## src/rtl/irq_route_pkg.sv

```systemverilog
`timescale 1ns/1ps
package irq_route_pkg;
  localparam int unsigned ENTRY_W   = 64;
  localparam int unsigned VEC_W     = 8;
  localparam int unsigned DLV_LSB   = 8;
  localparam int unsigned DMODE_BIT = 11;
  localparam int unsigned RPEND_BIT = 14;
  localparam int unsigned TRIG_BIT  = 15;
  localparam int unsigned MASK_BIT  = 16;
  localparam int unsigned DEST_LSB  = 48;

  localparam logic [31:0]        MSG_BASE = 32'hFEE0_0000;
  localparam logic [ENTRY_W-1:0] RW_MASK  = 64'hFFFF_0000_0001_8FFF;

  typedef enum logic [1:0] {ST_IDLE, ST_SCAN, ST_SEND} svc_state_e;

  typedef struct packed {
    logic [31:0] addr;
    logic [31:0] data;
  } msg_t;

  function automatic msg_t build_msg(input logic [ENTRY_W-1:0] e);
    msg_t m;
    m.addr = MSG_BASE
           | ({16'h0, e[DEST_LSB +: 16]} << 4)
           | ({31'h0, e[DMODE_BIT]} << 2);
    m.data = {24'h0, e[VEC_W-1:0]}
           | ({29'h0, e[DLV_LSB +: 3]} << 8)
           | ({31'h0, e[TRIG_BIT]} << 15);
    return m;
  endfunction
endpackage

```

## src/rtl/irq_pin_map.sv

```systemverilog
`timescale 1ns/1ps
module irq_pin_map #(
  parameter int unsigned NUM_PINS = 24
) (
  input  logic                clk_i,
  input  logic                rst_ni,
  input  logic [NUM_PINS-1:0] irq_i,
  output logic [NUM_PINS-1:0] rise_o,
  output logic [NUM_PINS-1:0] fall_o
);
  logic [NUM_PINS-1:0] lvl, prev_q;

  for (genvar p = 0; p < NUM_PINS; p++) begin : g_map
    if (p == 0) begin : g_zero
      assign lvl[p] = 1'b0;
    end else if (p == 2) begin : g_two
      assign lvl[p] = irq_i[0] | irq_i[2];
    end else begin : g_direct
      assign lvl[p] = irq_i[p];
    end
  end

  always_ff @(posedge clk_i or negedge rst_ni) begin
    if (!rst_ni) prev_q <= '0;
    else         prev_q <= lvl;
  end

  assign rise_o = lvl & ~prev_q;
  assign fall_o = ~lvl & prev_q;
endmodule

```

## src/rtl/irq_entry_table.sv

```systemverilog
`timescale 1ns/1ps
module irq_entry_table
  import irq_route_pkg::*;
#(
  parameter int unsigned NUM_PINS = 24,
  parameter int unsigned IDX_W    = $clog2(NUM_PINS)
) (
  input  logic                              clk_i,
  input  logic                              rst_ni,
  input  logic                              wr_i,
  input  logic [IDX_W-1:0]                  idx_i,
  input  logic [ENTRY_W-1:0]                wdata_i,
  output logic [ENTRY_W-1:0]                rdata_o,
  output logic [NUM_PINS-1:0][ENTRY_W-1:0]  entries_o,
  input  logic                              set_rpend_i,
  input  logic [IDX_W-1:0]                  set_idx_i,
  input  logic                              eoi_i,
  input  logic [VEC_W-1:0]                  eoi_vec_i,
  output logic [NUM_PINS-1:0]               eoi_hit_o
);
  logic [NUM_PINS-1:0][ENTRY_W-1:0] ent_q;
  logic [NUM_PINS-1:0]              rpend_q, rpend_d;
  logic                             idx_ok;

  assign idx_ok = int'(idx_i) < NUM_PINS;

  always_comb begin
    for (int p = 0; p < NUM_PINS; p++) begin
      eoi_hit_o[p] = eoi_i && rpend_q[p] && (ent_q[p][VEC_W-1:0] == eoi_vec_i);
      rpend_d[p]   = rpend_q[p];
      if (set_rpend_i && set_idx_i == IDX_W'(p)) rpend_d[p] = 1'b1;
      if (eoi_hit_o[p])                           rpend_d[p] = 1'b0;
      // edge-mode writes drop a stale remote-pending flag
      if (wr_i && idx_i == IDX_W'(p) && !wdata_i[TRIG_BIT]) rpend_d[p] = 1'b0;
      entries_o[p] = ent_q[p] | ({{(ENTRY_W-1){1'b0}}, rpend_q[p]} << RPEND_BIT);
    end
  end

  assign rdata_o = idx_ok ? entries_o[idx_i] : '0;

  always_ff @(posedge clk_i or negedge rst_ni) begin
    if (!rst_ni) begin
      ent_q   <= '0;
      rpend_q <= '0;
    end else begin
      rpend_q <= rpend_d;
      if (wr_i && idx_ok) ent_q[idx_i] <= wdata_i & RW_MASK;
    end
  end

  p_eoi_clear_r8: assert property (@(posedge clk_i) disable iff (!rst_ni)
    (|eoi_hit_o) |=> ((rpend_q & $past(eoi_hit_o)) == '0));

  p_edge_write_r10: assert property (@(posedge clk_i) disable iff (!rst_ni)
    (wr_i && idx_ok && !wdata_i[TRIG_BIT]) |=> !rpend_q[$past(idx_i)]);
endmodule

```

## src/rtl/irq_service.sv

```systemverilog
`timescale 1ns/1ps
module irq_service
  import irq_route_pkg::*;
#(
  parameter int unsigned NUM_PINS = 24,
  parameter int unsigned IDX_W    = $clog2(NUM_PINS)
) (
  input  logic                              clk_i,
  input  logic                              rst_ni,
  input  logic [NUM_PINS-1:0]               rise_i,
  input  logic [NUM_PINS-1:0]               fall_i,
  input  logic [NUM_PINS-1:0][ENTRY_W-1:0]  entries_i,
  input  logic [NUM_PINS-1:0]               eoi_hit_i,
  input  logic                              tbl_wr_i,
  output logic                              set_rpend_o,
  output logic [IDX_W-1:0]                  set_idx_o,
  output logic                              msg_valid_o,
  input  logic                              msg_ready_i,
  output logic [31:0]                       msg_addr_o,
  output logic [31:0]                       msg_data_o
);
  localparam logic [IDX_W-1:0] LAST_IDX = IDX_W'(NUM_PINS - 1);

  svc_state_e          state_q, state_d;
  logic [IDX_W-1:0]    idx_q, idx_d;
  logic [NUM_PINS-1:0] pend_q, pend_d;
  logic [NUM_PINS-1:0] mask_v, lvl_v, rp_v;
  logic                rerun_q, rerun_d, clr_rerun, kick;
  msg_t                msg_q, msg_d;
  logic [ENTRY_W-1:0]  cur;
  logic                hit, edge_hit, lvl_hit, issue, advance;

  always_comb begin
    for (int p = 0; p < NUM_PINS; p++) begin
      mask_v[p] = entries_i[p][MASK_BIT];
      lvl_v[p]  = entries_i[p][TRIG_BIT];
      rp_v[p]   = entries_i[p][RPEND_BIT];
    end
  end

  assign cur      = entries_i[idx_q];
  assign hit      = (state_q == ST_SCAN) && pend_q[idx_q] && !mask_v[idx_q];
  assign edge_hit = hit && !lvl_v[idx_q];
  assign lvl_hit  = hit && lvl_v[idx_q];
  assign issue    = edge_hit || (lvl_hit && !rp_v[idx_q]);

  assign set_rpend_o = lvl_hit;
  assign set_idx_o   = idx_q;

  // anything that may make a pin serviceable requests another pass
  assign kick = (|(rise_i & lvl_v & ~rp_v))
              | (|(rise_i & ~lvl_v & ~mask_v))
              | (|(eoi_hit_i & ~mask_v & pend_q))
              | tbl_wr_i;

  always_comb begin
    for (int p = 0; p < NUM_PINS; p++) begin
      pend_d[p] = pend_q[p];
      if (edge_hit && idx_q == IDX_W'(p))   pend_d[p] = 1'b0;
      if (fall_i[p] && lvl_v[p])            pend_d[p] = 1'b0;
      if (rise_i[p] && (lvl_v[p] || !mask_v[p])) pend_d[p] = 1'b1;
    end
  end

  always_comb begin
    state_d   = state_q;
    idx_d     = idx_q;
    msg_d     = msg_q;
    clr_rerun = 1'b0;
    advance   = 1'b0;
    unique case (state_q)
      ST_IDLE: if (rerun_q) begin
        state_d   = ST_SCAN;
        idx_d     = '0;
        clr_rerun = 1'b1;
      end
      ST_SCAN: if (issue) begin
        state_d = ST_SEND;
        msg_d   = build_msg(cur);
      end else begin
        advance = 1'b1;
      end
      ST_SEND: advance = msg_ready_i;
      default: state_d = ST_IDLE;
    endcase
    if (advance) begin
      if (idx_q == LAST_IDX) begin
        if (rerun_q) begin
          state_d   = ST_SCAN;
          idx_d     = '0;
          clr_rerun = 1'b1;
        end else begin
          state_d = ST_IDLE;
        end
      end else begin
        state_d = ST_SCAN;
        idx_d   = idx_q + 1'b1;
      end
    end
    rerun_d = (rerun_q & ~clr_rerun) | kick;
  end

  always_ff @(posedge clk_i or negedge rst_ni) begin
    if (!rst_ni) begin
      state_q <= ST_IDLE;
      idx_q   <= '0;
      pend_q  <= '0;
      rerun_q <= 1'b0;
      msg_q   <= '0;
    end else begin
      state_q <= state_d;
      idx_q   <= idx_d;
      pend_q  <= pend_d;
      rerun_q <= rerun_d;
      msg_q   <= msg_d;
    end
  end

  assign msg_valid_o = (state_q == ST_SEND);
  assign msg_addr_o  = msg_q.addr;
  assign msg_data_o  = msg_q.data;

  p_msg_hold_r9: assert property (@(posedge clk_i) disable iff (!rst_ni)
    (msg_valid_o && !msg_ready_i) |=>
      (msg_valid_o && $stable(msg_addr_o) && $stable(msg_data_o)));

  p_addr_fmt_r6: assert property (@(posedge clk_i) disable iff (!rst_ni)
    msg_valid_o |-> (msg_addr_o[31:20] == 12'hFEE && msg_addr_o[3] == 1'b0
                     && msg_addr_o[1:0] == 2'b00));

  p_data_fmt_r7: assert property (@(posedge clk_i) disable iff (!rst_ni)
    msg_valid_o |-> (msg_data_o[31:16] == 16'h0 && msg_data_o[14:11] == 4'h0));

  p_pin0_idle_r2: assert property (@(posedge clk_i) disable iff (!rst_ni)
    !pend_q[0]);

  p_lvl_drop_r4: assert property (@(posedge clk_i) disable iff (!rst_ni)
    (|(fall_i & lvl_v)) |=> ((pend_q & $past(fall_i & lvl_v)) == '0));
endmodule

```

## src/rtl/irq_route_engine.sv

```systemverilog
`timescale 1ns/1ps
module irq_route_engine
  import irq_route_pkg::*;
#(
  parameter  int unsigned NUM_PINS = 24,
  localparam int unsigned IDX_W    = $clog2(NUM_PINS)
) (
  input  logic                clk_i,
  input  logic                rst_ni,
  input  logic [NUM_PINS-1:0] irq_i,
  input  logic                tbl_wr_i,
  input  logic [IDX_W-1:0]    tbl_idx_i,
  input  logic [63:0]         tbl_wdata_i,
  output logic [63:0]         tbl_rdata_o,
  input  logic                eoi_valid_i,
  input  logic [7:0]          eoi_vector_i,
  output logic                msg_valid_o,
  input  logic                msg_ready_i,
  output logic [31:0]         msg_addr_o,
  output logic [31:0]         msg_data_o
);
  logic [NUM_PINS-1:0]              rise, fall, eoi_hit;
  logic [NUM_PINS-1:0][ENTRY_W-1:0] entries;
  logic                             set_rpend;
  logic [IDX_W-1:0]                 set_idx;

  irq_pin_map #(.NUM_PINS(NUM_PINS)) u_map (
    .clk_i  (clk_i),
    .rst_ni (rst_ni),
    .irq_i  (irq_i),
    .rise_o (rise),
    .fall_o (fall)
  );

  irq_entry_table #(.NUM_PINS(NUM_PINS), .IDX_W(IDX_W)) u_tbl (
    .clk_i       (clk_i),
    .rst_ni      (rst_ni),
    .wr_i        (tbl_wr_i),
    .idx_i       (tbl_idx_i),
    .wdata_i     (tbl_wdata_i),
    .rdata_o     (tbl_rdata_o),
    .entries_o   (entries),
    .set_rpend_i (set_rpend),
    .set_idx_i   (set_idx),
    .eoi_i       (eoi_valid_i),
    .eoi_vec_i   (eoi_vector_i),
    .eoi_hit_o   (eoi_hit)
  );

  irq_service #(.NUM_PINS(NUM_PINS), .IDX_W(IDX_W)) u_svc (
    .clk_i       (clk_i),
    .rst_ni      (rst_ni),
    .rise_i      (rise),
    .fall_i      (fall),
    .entries_i   (entries),
    .eoi_hit_i   (eoi_hit),
    .tbl_wr_i    (tbl_wr_i),
    .set_rpend_o (set_rpend),
    .set_idx_o   (set_idx),
    .msg_valid_o (msg_valid_o),
    .msg_ready_i (msg_ready_i),
    .msg_addr_o  (msg_addr_o),
    .msg_data_o  (msg_data_o)
  );
endmodule

```

## config.mk

```make
export PLATFORM = sky130hd
export DESIGN_NAME = irq_route_engine
export DESIGN_NICKNAME = d
export VERILOG_FILES = /design/src/rtl/irq_route_pkg.sv /design/src/rtl/irq_pin_map.sv /design/src/rtl/irq_entry_table.sv /design/src/rtl/irq_service.sv /design/src/rtl/irq_route_engine.sv
export SDC_FILE = /design/constraint.sdc
export NUM_CORES = 2
export LEC_CHECK = 0
export BUFFER_PORTS_ARGS = -buffer_cell sky130_fd_sc_hd__buf_4
export CAP_MARGIN = 20
export CORE_MARGIN = 5
export CORE_UTILIZATION = 60
export CTS_BUF_LIST = sky130_fd_sc_hd__clkbuf_2 sky130_fd_sc_hd__clkbuf_4 sky130_fd_sc_hd__clkbuf_8
export DETAILED_ROUTE_END_ITERATION = 6
export HOLD_SLACK_MARGIN = 0.12
export PLACE_DENSITY = 0.82
export SETUP_SLACK_MARGIN = 0.4
export SLEW_MARGIN = 15
export SYNTH_ARGS = -nofsm -noshare
export SYNTH_HDL_FRONTEND = slang
export SYNTH_SLANG_ARGS = --single-unit
export TNS_END_PERCENT = 100
```

## constraint.sdc

```tcl
create_clock -name clk_i -period 4.2 [get_ports clk_i]
set_clock_uncertainty 0.2 [all_clocks]
set_input_delay 0.21 -clock clk_i [delete_from_list [all_inputs] [get_ports clk_i]]
set_output_delay 0.21 -clock clk_i [all_outputs]
set_load 0.01 [all_outputs]
```

; Yosys cells after proc, flatten, opt, wreduce, memory -nomap -nowiden
; Index checks and enable logic that the tools add are counted.
[totals]
output_inout_bits = 129
elab_cells = 691
inputBits = 106
register_bits = 1679
[op_classes]
n_lt_le_gt_ge = 4
eq_ne = 75
addsub = 1
n_reduce_logical = 308
bitwise = 47
n_mux = 178
[op_table]
columns = cell, count
row1 = $bwmux 1536, 1
row2 = $or 64x15->64, 24
row3 = $bmux 64 s5, 2
row4 = $demux 64 s5, 1
row5 = $mux 64, 4
row6 = $logic_and 1x1->1, 199
row7 = $and 24x24->24, 8
row8 = $eq 8x8->1, 24
row9 = $mux 1, 156
row10 = $reduce_bool 3->1, 48
row11 = $not 24->24, 5
row12 = $eq 5x4->1 const B, 16
row13 = $eq 5x5->1 const B, 16
row14 = $reduce_or 24->1, 3
row15 = $eq 5x3->1 const B, 8
row16 = $or 32x16->32, 1
row17 = $or 32x3->32, 1
row18 = $logic_not 1->1, 28
row19 = $logic_or 1x1->1, 25
row20 = $mux 5, 5
row21 = $bmux 1 s5, 4
row22 = $eq 5x2->1 const B, 4
row23 = $lt 5x6->1 const B, 2
row24 = $or 8x11->11, 1
row25 = other kinds (18), 27

; Longest topological paths before layout
[depth]
ltp_word = 14
mapped_depth = 13
mapped_depth_nobuf = 8

; Hierarchy
; Synthesis repeated with hierarchy kept, for this count alone.
[hier_totals]
cells_unflattened = 4231
hier_area_um2 = 53161.0
[modules_own_cells]
columns = mod, area_per_inst_um2, n_inst, cells_per_inst
row1 = irq_entry_table, 42378.1, 1, 3289
row2 = irq_service, 9889.5, 1, 869
row3 = irq_pin_map, 893.4, 1, 73

; Least setup slack after synthesis
; No wires, ideal clock.
[synth_path]
path_type = flip-flop to flip-flop
start = register with a tool-made name
end = register u_svc.msg_q (netlist bit u_svc.msg_data_o[6])
n_path_buf = 5
setup_ns = 0.133
t_required_ns = 3.867
stages_incl_launch_ff = 10
path_slack_ns = 1.258
synth_period_minus_slack_ns = 2.942
arrival_ns = 2.609
cell_sequence = dfrtp_1 > buf_4 > buf_4 > buf_2 > buf_2 > buf_2 > mux4_2 > mux4_2 > a21oi_1 > o21ai_0
[synth_rtl]
columns = item, line
row1 = to (signal assigned), irq_service.sv:115  ; msg_q <= msg_d;
row2 = to (decl), irq_service.sv:29  ; msg_t msg_q, msg_d;

; Final worst setup path
[layout_path]
start = input port tbl_idx_i[0]
end = output port tbl_rdata_o[15]
[layout_between]
elab_chain_len = 3
word_cells_on_any_way = 4
[layout_rtl]
columns = item, line
row1 = from (decl), irq_route_engine.sv:12  ; input logic [IDX_W-1:0] tbl_idx_i,
row2 = $bmux 64 s5, irq_entry_table.sv:39  ; assign rdata_o = idx_ok ? entries_o[idx_i] : '0;
row3 = $mux 64 (implied by the code), irq_entry_table.sv:39
row4 = $mux 64 (*), irq_entry_table.sv:39
row5 = to (decl), irq_route_engine.sv:14  ; output logic [63:0] tbl_rdata_o,
; Mark *: on every way between the ends. The rest lies on a longest branch, timed or not. The select of a mux whose other input is x is not followed.

==> flow_metrics.env <==
export IMPL_dieArea_um2=83500
export IMPL_place_port_buffers=142
export IMPL_clk_pin_slew_ns=0.05
export IMPL_yosys_warnings=0
export IMPL_yosys_area_top_type="dfrtp_1"
export IMPL_fin_crit_ns=3.68
export IMPL_vias=32914
export IMPL_synth_ff_type="dfrtp_1"
export IMPL_cts_resized=0
export IMPL_powerDensity_nw_per_um2=534
export IMPL_arrival_ns=3.27
export IMPL_tightestPinTransition_ns=1.12
export IMPL_max_clock_freq_ghz=0.272
export IMPL_hold_violations=0
export IMPL_most_common_layout_cells="dfrtp_1, mux2_2, mux4_2"
export IMPL_dp_hpwl_um=99100
export IMPL_wirelength_um=151000
export IMPL_drive_gt1_frac=0.460
export IMPL_drtIter0Drc=3775
export IMPL_finalCritPeriodShare=0.876
export IMPL_first_global_vias=34500
export IMPL_ys_types=64
export IMPL_ctsRootBufferMaster="clkbuf_8"
export IMPL_slew_headroom=0.252
export IMPL_vias_per_cell=7.06
export IMPL_synthCells=3340
export IMPL_cp_required_ns=3.79
export IMPL_clk_path_buf_depth=3
export IMPL_cts_setup_buffers=0
export IMPL_hp_class="in2reg"
export IMPL_synth_top_cells_by_area="dfrtp_1, mux4_2, mux2_2"
export IMPL_dp_cells=4315
export IMPL_cts_sinks=828
export IMPL_path_class="in2out"
export IMPL_syn_cell_area_um2=46700
export IMPL_synth_edff_count=0
export IMPL_ioPinCount=235
export IMPL_async_reset_ff_frac=1.00
export IMPL_cts_buffers=137
export IMPL_num_fill_cells=5224
export IMPL_maxCapViolations=0
export IMPL_setup_viol=0
export IMPL_overflow=0
export IMPL_p_leak_uw=0.0223
export IMPL_yosys_area_top_type_share=0.444
export IMPL_synth_seq_area_share=0.444
export IMPL_cp_max_fo=50
export IMPL_avgSynthCellArea_um2=14.0
export IMPL_start_kind="primary input"
export IMPL_ant_nets=0
export IMPL_antenna_found_initial=6
export IMPL_drc=0
export IMPL_start_util=0.603
export IMPL_synth_seq_cells=828
export IMPL_firstDrtPassIters=5
export IMPL_die_w_um=289
export IMPL_grt_max_degree=106
export IMPL_num_nets_final=3633
export IMPL_finalNonFillerCells=4663
export IMPL_clock_latency_ns=0.81
export IMPL_area_growth_synth_to_final_pct=13.2
export IMPL_irDropWorstVdd_mv=0.331
export IMPL_status="complete, no violations"
export IMPL_track_usage=0.367
export IMPL_crit_path_end_kind="output pin"
export IMPL_rows=102
export IMPL_routedWlPerCell_um=32.4
export IMPL_grt_pass1_wl_um=226000
export IMPL_final_common_cell="dfrtp_1"
export IMPL_htreeDepth=4
export IMPL_coreArea_um2=77300
export IMPL_die_y_um=289
export IMPL_tritoncts="done"
export IMPL_rsz0062_at_grt="no"
export IMPL_totalNegativeSetupSlack_ns=0
export IMPL_gp_congestion=0.987
export IMPL_drv_slew=0
[layer usage]
| metal | track usage | share of wire | up-vias |
|---|---|---|---|
| met4 | 0.167 | 0.053 | 8 |
| met5 | 0 | 0.00037 | - |
| met1 | 0.501 | 0.37 | 17150 |
| met2 | 0.549 | 0.45 | 2298 |
| met3 | 0.113 | 0.12 | 527 |
| li1 | - | - | 12931 |
[timing repair]
action | in CTS | in global routing
endpoints found under the hold margin | 1615 | 0
endpoints found under the setup margin | 0 | 0
hold buffers | 102 | 0
[state kept, by name, summed over array words and instances, names as in the netlist, named ones only]
register          cells
u_tbl.rpend_q        24
u_svc.state_q         2
u_svc.pend_q         23
u_map.prev_q         23
u_svc.rerun_q         1
u_tbl.ent_q         720
u_svc.msg_data_o     12
u_svc.msg_addr_o     18
[path summary, 6_finish.rpt]
kind,from,endpoint,slack (ns),cells past startpoint
min in group asynchronous,rst_ni,u_svc.pend_q[5],0.59,4
max reg2reg,flop,u_svc.state_q[1],0.60,9
max in group asynchronous,rst_ni,u_svc.msg_data_o[7],2.62,4
max,tbl_idx_i[0],tbl_rdata_o[15],0.52,8
min reg2reg,u_svc.msg_data_o[1],u_svc.msg_data_o[1],0.28,2
min,irq_i[4],u_svc.pend_q[4],0.16,4
[synth_stat cells (39+ instances only)]
master and n:
xnor2_1 168, nor2_1 64, mux2i_1 73, clkbuf_1 181
mux4_2 426, buf_2 39, buf_1 74, o21ai_0 51
inv_1 51, dfrtp_1 828, a21oi_1 39, nand4_1 40
nand3_1 78, nand2_1 94, buf_4 73, mux2_2 709
[critical path, cell delays in order]
cell	delay, ns
dlygate4sd3_1	0.56
buf_8	0.52
buf_12	0.28
mux4_2	0.57
mux4_2	0.48
inv_1	0.12
o22ai_1	0.19
buf_4	0.24
[report_power, final]
part | switching, µW | internal, µW
Sequential | 1760 | 9610
Combinational | 4270 | 4880
Clock | 3430 | 4240
Total | 9460 | 18700
[final cells by class]
type                            count  area, µm²  share of cell area
Inverter                           53        199             0.00377
Sequential cell                   828      20700               0.392
Clock inverter                     28        245             0.00464
Clock buffer                      213       2710              0.0512
Multi-Input combinational cell   2144      24300               0.460
Antenna cell                        4       10.0            0.000190
Tap cell                         1040       1300              0.0246
Timing Repair Buffer              353       3340              0.0632
[logic make-up (layout without fill, tap and decap cells)]
| logic type | count (synthesis) | after routing | synth area share |
|---|---|---|---|
| AOI/OAI and AO/OA | 231 | 231 | 0.0331 |
| xor gates and xnor gates | 192 | 192 | 0.0360 |
| adders and majority gates | 10 | 10 | 0.00268 |
| buffers and inverters | 425 | 647 | 0.0419 |
| DFF | 828 | 828 | 0.444 |
| muxes | 1208 | 1208 | 0.392 |
| other | 1 | 62 | 0.0000803 |
| and+or+nand+nor | 445 | 445 | 0.0500 |
[metrics by stage]
stage	instance area, µm²	hold slack (ns)	setup slack (ns)	util	power [µW]
after floorplan	46900	-0.286	1.26	-	17300
after global placement	48800	0.135	0.651	0.631	19900
after detailed placement	48800	0.137	0.660	0.631	20300
after CTS	52800	0.122	0.537	0.682	28000
after global routing	52800	0.166	0.435	0.683	29300
final	52800	0.163	0.520	0.683	28200
Note: power is estimated with default switching activity, not from simulation.
